$ cat src/rtl/prehash_pkg.sv
package prehash_pkg;
  localparam int BYTE_W = 8;
  localparam int NIB_W  = 4;
  localparam int HASH_W = 1 << NIB_W;
endpackage

$ cat src/rtl/prehash_vec_mem.sv
module prehash_vec_mem #(
  parameter int ADDR_W = 6,
  parameter int DATA_W = 32
) (
  input  logic              clk,
  input  logic              rst_n,
  input  logic              wr_en,
  input  logic [ADDR_W-1:0] wr_addr,
  input  logic [DATA_W-1:0] wr_data,
  input  logic [ADDR_W-1:0] rd_addr,
  output logic [DATA_W-1:0] rd_data
);
  localparam int DEPTH = 1 << ADDR_W;

  logic [DATA_W-1:0] mem [DEPTH];

  always_ff @(posedge clk) begin
    if (wr_en) begin
      mem[wr_addr] <= wr_data;
    end
  end

  // Read is combinational, so a same-cycle write is seen one cycle later
  assign rd_data = mem[rd_addr];

  p_write_lands_r6: assert property (@(posedge clk) disable iff (!rst_n)
    wr_en |=> (mem[$past(wr_addr)] == $past(wr_data)));
endmodule

$ cat src/rtl/prehash_onehot.sv
module prehash_onehot
  import prehash_pkg::*;
(
  input  logic [NIB_W-1:0]  nib,
  output logic [HASH_W-1:0] hot
);
  always_comb begin
    hot = '0;
    hot[nib] = 1'b1;
  end
endmodule

$ cat src/rtl/prehash_chain.sv
module prehash_chain
  import prehash_pkg::*;
#(
  parameter int MAX_LEN = 2
) (
  input  logic [MAX_LEN*HASH_W-1:0] vec,
  input  logic [MAX_LEN*HASH_W-1:0] hot,
  output logic                      pass_all
);
  logic [MAX_LEN-1:0] test;
  logic [MAX_LEN-1:0] pass;

  for (genvar j = 0; j < MAX_LEN; j++) begin : g_len
    assign test[j] = |(hot[j*HASH_W +: HASH_W] & vec[j*HASH_W +: HASH_W]);
    if (j == 0) begin : g_first
      assign pass[j] = test[j];
    end else begin : g_next
      // A longer prefix only counts when every shorter one passed
      assign pass[j] = pass[j-1] & test[j];
    end
  end

  assign pass_all = pass[MAX_LEN-1];
endmodule

$ cat src/rtl/suffix_prehash_gate.sv
module suffix_prehash_gate
  import prehash_pkg::*;
#(
  parameter int STATE_W = 6,
  parameter int MAX_LEN = 2
) (
  input  logic                        clk,
  input  logic                        rst_n,
  input  logic                        wr_en,
  input  logic [STATE_W-1:0]          wr_state,
  input  logic [MAX_LEN*HASH_W-1:0]   wr_vec,
  input  logic                        start,
  input  logic [STATE_W-1:0]          cur_state,
  input  logic [MAX_LEN*BYTE_W-1:0]   text_pair,
  output logic                        done,
  output logic                        hit
);
  localparam int VEC_W = MAX_LEN * HASH_W;

  logic [VEC_W-1:0] state_vec;
  logic [VEC_W-1:0] hot_all;
  logic             chain_hit;
  logic             done_d, hit_d;
  logic             done_q, hit_q;
  logic [MAX_LEN*(BYTE_W-NIB_W)-1:0] unused_hi_nibbles;

  prehash_vec_mem #(.ADDR_W(STATE_W), .DATA_W(VEC_W)) u_mem (
    .clk     (clk),
    .rst_n   (rst_n),
    .wr_en   (wr_en),
    .wr_addr (wr_state),
    .wr_data (wr_vec),
    .rd_addr (cur_state),
    .rd_data (state_vec)
  );

  for (genvar j = 0; j < MAX_LEN; j++) begin : g_hash
    prehash_onehot u_hot (
      .nib (text_pair[j*BYTE_W +: NIB_W]),
      .hot (hot_all[j*HASH_W +: HASH_W])
    );
    assign unused_hi_nibbles[j*(BYTE_W-NIB_W) +: (BYTE_W-NIB_W)] =
      text_pair[j*BYTE_W+NIB_W +: (BYTE_W-NIB_W)];
  end

  prehash_chain #(.MAX_LEN(MAX_LEN)) u_chain (
    .vec      (state_vec),
    .hot      (hot_all),
    .pass_all (chain_hit)
  );

  always_comb begin
    done_d = start;
    hit_d  = hit_q;
    if (start) begin
      hit_d = chain_hit;
    end
  end

  always_ff @(posedge clk or negedge rst_n) begin
    if (!rst_n) begin
      done_q <= 1'b0;
      hit_q  <= 1'b0;
    end else begin
      done_q <= done_d;
      hit_q  <= hit_d;
    end
  end

  assign done = done_q;
  assign hit  = hit_q;

  p_done_follows_start_r2: assert property (@(posedge clk) disable iff (!rst_n)
    start |=> done);
  p_done_only_after_start_r2: assert property (@(posedge clk) disable iff (!rst_n)
    !start |=> !done);
  p_hit_holds_r8: assert property (@(posedge clk) disable iff (!rst_n)
    !done |-> $stable(hit));
  p_hash_onehot_r3: assert property (@(posedge clk) disable iff (!rst_n)
    start |-> ($countones(hot_all[HASH_W-1:0]) == 1));
  p_hash_onehot_r4: assert property (@(posedge clk) disable iff (!rst_n)
    start |-> ($countones(hot_all[VEC_W-1:HASH_W]) == 1));
endmodule

$ cat config.mk
export PLATFORM = sky130hd
export DESIGN_NAME = suffix_prehash_gate
export DESIGN_NICKNAME = d
export VERILOG_FILES = /design/src/rtl/prehash_pkg.sv /design/src/rtl/prehash_vec_mem.sv /design/src/rtl/prehash_onehot.sv /design/src/rtl/prehash_chain.sv /design/src/rtl/suffix_prehash_gate.sv
export SDC_FILE = /design/constraint.sdc
export NUM_CORES = 2
export LEC_CHECK = 0
export BUFFER_PORTS_ARGS = -buffer_cell sky130_fd_sc_hd__buf_2
export CORE_ASPECT_RATIO = 2
export CORE_UTILIZATION = 35
export CTS_CLUSTER_SIZE = 30
export DETAILED_ROUTE_END_ITERATION = 8
export PLACE_DENSITY_LB_ADDON = 0.12
export SETUP_SLACK_MARGIN = 0.5
export SLEW_MARGIN = 25
export SYNTH_ARGS = -nofsm -noshare
export SYNTH_HDL_FRONTEND = slang
export SYNTH_SLANG_ARGS = --single-unit
$ cat constraint.sdc
create_clock -name clk -period 4.4 [get_ports clk]
set_input_delay 0.22 -clock clk [delete_from_list [all_inputs] [get_ports clk]]
set_output_delay 0.22 -clock clk [all_outputs]
set_load 0.005 [all_outputs]
==> flow_summary_export.csv <==
group,metric,value,unit
pwr,max-vdd-ir-drop,0.290,mV
sta,fin_setup_tns,0,ns
sta,worst_pin_slew,1.10,ns
yosys,yosys.area_share.xor_xnor,0,%
pwr,combPwrFrac,5.9,%
global_routing,grt_max_degree,65,
sta,fmax,265,MHz
pwr,netSwitchingPower,8.81,mW
floorplanning,dieArea,228000,µm²
yosys,ys_seq_area_share,77.9,%
floorplanning,io_pins,66,
clocking,post_cts_buffers,0,
yosys,syn_avg_cell_area,22.1,µm²
sta,layout_min_cycle_time,3.78,ns
clocking,cts-buffers-inserted,189,
yosys,synth_top_family_by_area,"multiplexers",
yosys,ys_async_sr_fraction,0.0976,%
clocking,cts_buffer_depth,4,
route,drtAntennaViolNets,0,
yosys,synth_compound_area_share,2.66,%
yosys,synth-simple-area-share,2.21,%
pwr,p_per_area,439,nW/µm²
pwr,seqPwrFrac,53.6,%
yosys,synth_top_area_share,77.9,%
placed_design,place.gp.congestion,0.831,
worst_hold_path,hold_path.class,"primary input to flip-flop",
route,vias,39800,
route,routedWlPerCell,38.0,µm
setup_path,required,5.13,ns
route,vias_per_cell,5.62,
yosys,synth_flop_cell,"edfxtp_1",
route,routed_wirelength,269,mm
clocking,ctsRootBufferMaster,"clkbuf_16",
outcome,status,"complete, no violations",
route,drc_errors,0,
yosys,yosysUniqueCellTypes,62,
yosys,synth-edff-count,2048,
pwr,swShare,21.8,%
sta,slew-limit-headroom,26.5,%
sta,period_share,85.9,%
clocking,cts_num_sinks,2050,
cells_and_area,utilization,41.0,%
setup_path,cp-end-kind,"flip-flop",
cells_and_area,area_growth,16.4,%
global_routing,overflow,0,
route,drt_iter0_drc,3593,
yosys,ys_ff_latch,2050,
clocking,cts_tree,"done",
clocking,clkSlewWorstSetupHoldPaths,0.07,ns
sta,setup_violations,0,
floorplanning,start_util,35.2,%
sta,grt_setup_unrepaired,"no",
yosys,synth_top_cell_by_area,"edfxtp_1",
sta,hold_violations,0,
placed_design,hpwl,161,mm
sta,skew,0.0340,ns
pwr,power.internal,31.6,mW
pwr,p_leak,28.7,nW
yosys,synthAdderAreaFrac,0,%
clocking,cts_resized,0,
yosys,muxShareOfSynthArea,15.8,%
yosys,synth_cells,3575,
setup_path,path_class,"primary input to flip-flop",
global_routing,track_usage,23.7,%
cells_and_area,n_fill_cell,19700,
global_routing,grt_pass1_wl,363,mm
cells_and_area,mostFrequentLayoutCells,"edfxtp_1, mux4_2, buf_4, clkbuf_16, mux2i_1",
cells_and_area,final_nets,4032,
placed_design,io_buffers,57,
global_routing,antenna_found_initial,22,
global_routing,grt_pass1_vias,41700,
setup_path,start_kind,"primary input",
floorplanning,die_y,674,µm
job,max_cap_violations,0,
floorplanning,core-area,224000,µm²
cells_and_area,final_layout_size_suffix_gt1_share,29.0,%
yosys,ys.warnings.count,0,
floorplanning,fp-row-count,246,
clocking,clkLatencyLatePin,0.84,ns
setup_path,arrival,4.51,ns
yosys,ys_top_cells_by_area,"edfxtp_1, mux4_2, mux2i_1, nand2_1, nor2_1",
setup_path,critPathMaxFanout,47,
route,first_pass_iters,7,
cells_and_area,final_common_cell,"edfxtp_1",
yosys,synth_nets,3639,
pwr,clockPowerShare,40.5,%
floorplanning,die_w,338,µm
yosys,netlist_area,79000,µm²
sta,slew_viol_final,0,
clocking,h-tree-depth,4,
-- critical path, stage by stage --
cell and delay [ns]:
buf_8 0.56, buf_12 0.24, buf_12 0.19, mux4_2 0.50, mux2i_1 0.43, a2111oi_0 0.19, a311oi_1 0.73, nor3_1 0.31
a211o_1 0.35, nand4_1 0.10, dlygate4sd3_1 0.56, o22ai_1 0.07
-- metal layers --
metal,global-route usage [%],up-vias,share of wire [%]
li1,-,16000,-
met3,2.58,368,4.0
met2,44.2,1101,55
met1,28.0,22300,37
met4,8.05,18,3.6
met5,0,-,0.037
-- through the flow --
step / setup WS [ns] / power, mW / cells / hold WS (ns) / area (µm²)
after detailed placement: 0.266 / 24.5 / 6729 / 0.0333 / 85800
after global placement: 0.321 / 24.5 / 6728 / 0.0382 / 85700
final: 0.619 / 40.4 / 7083 / 0.0282 / 91900
after CTS: 0.718 / 40.8 / 7076 / 0.0191 / 91900
after global routing: 0.582 / 41.4 / 7081 / 0.0643 / 91900
after floorplan: 1.47 / 23.2 / 3575 / -0.0756 / 79000
-- power by group through the flow --
| stage | combinational (mW) | sequential [mW] | clock (mW) |
|---|---|---|---|
| 4_1_cts | 2.44 | 21.6 | 16.7 |
| 3_5_place_dp | 2.42 | 22.1 | 0 |
| 6_report | 2.40 | 21.6 | 16.3 |
| 3_3_place_gp | 2.40 | 22.1 | 0 |
| 5_1_grt | 2.50 | 21.6 | 17.2 |
| 2_1_floorplan | 1.10 | 22.1 | 0 |
-- cell usage after synthesis (34+ instances only) --
cell type and instances:
nor2_1 105, buf_4 34, edfxtp_1 2048, o22ai_1 38, buf_2 51, mux2i_1 162, nand3_1 48, clkbuf_1 72
a21oi_1 40, mux4_2 477, nand2_1 125, a22oi_1 43
-- timing repair --
action	CTS	global route
hold endpoints to repair	869	174
endpoints found under the setup margin	0	0
hold buffers	21	3
-- logic make-up (layout without fill, tap and decap cells) --
logic type,Yosys count,in the layout
flops,2050,2050
mux,650,650
simple gates,379,379
compound gates,293,293
buf+inv,203,731
other cells,0,4
-- flip-flops by register name (all words and copies together) (netlist names) --
register / flops
u_mem.mem: 2048
done: 1
hit: 1
-- final timing paths --
kind	startpoint	end	slack, ns	depth (start not counted)
hold / removal	wr_vec[10]	u_mem.mem[8][10]$_DFFE_PP_	0.03	2
setup / recovery	cur_state[0]	hit$_DFFE_PN0P_	0.62	12
hold reg to reg	hit$_DFFE_PN0P_	hit$_DFFE_PN0P_	0.67	2
setup reg to reg	u_mem.mem[7][26]$_DFFE_PP_	hit$_DFFE_PN0P_	0.70	9
min in group asynchronous	rst_n	hit$_DFFE_PN0P_	0.30	3
max in group asynchronous	rst_n	done$_DFF_PN0_	3.92	3
-- layout make-up --
cell class	count	area, µm²	area share (%)
well taps	2976	3720	4.05
multi-input cells	1322	16800	18.3
clock inverters	95	882	0.959
diodes	4	10.0	0.0109
repair buffers	398	3890	4.23
inverters	7	31.3	0.0340
clock buffers	231	5020	5.46
flip-flops and latches	2050	61500	66.9
Power figures use the tool's default switching activity.
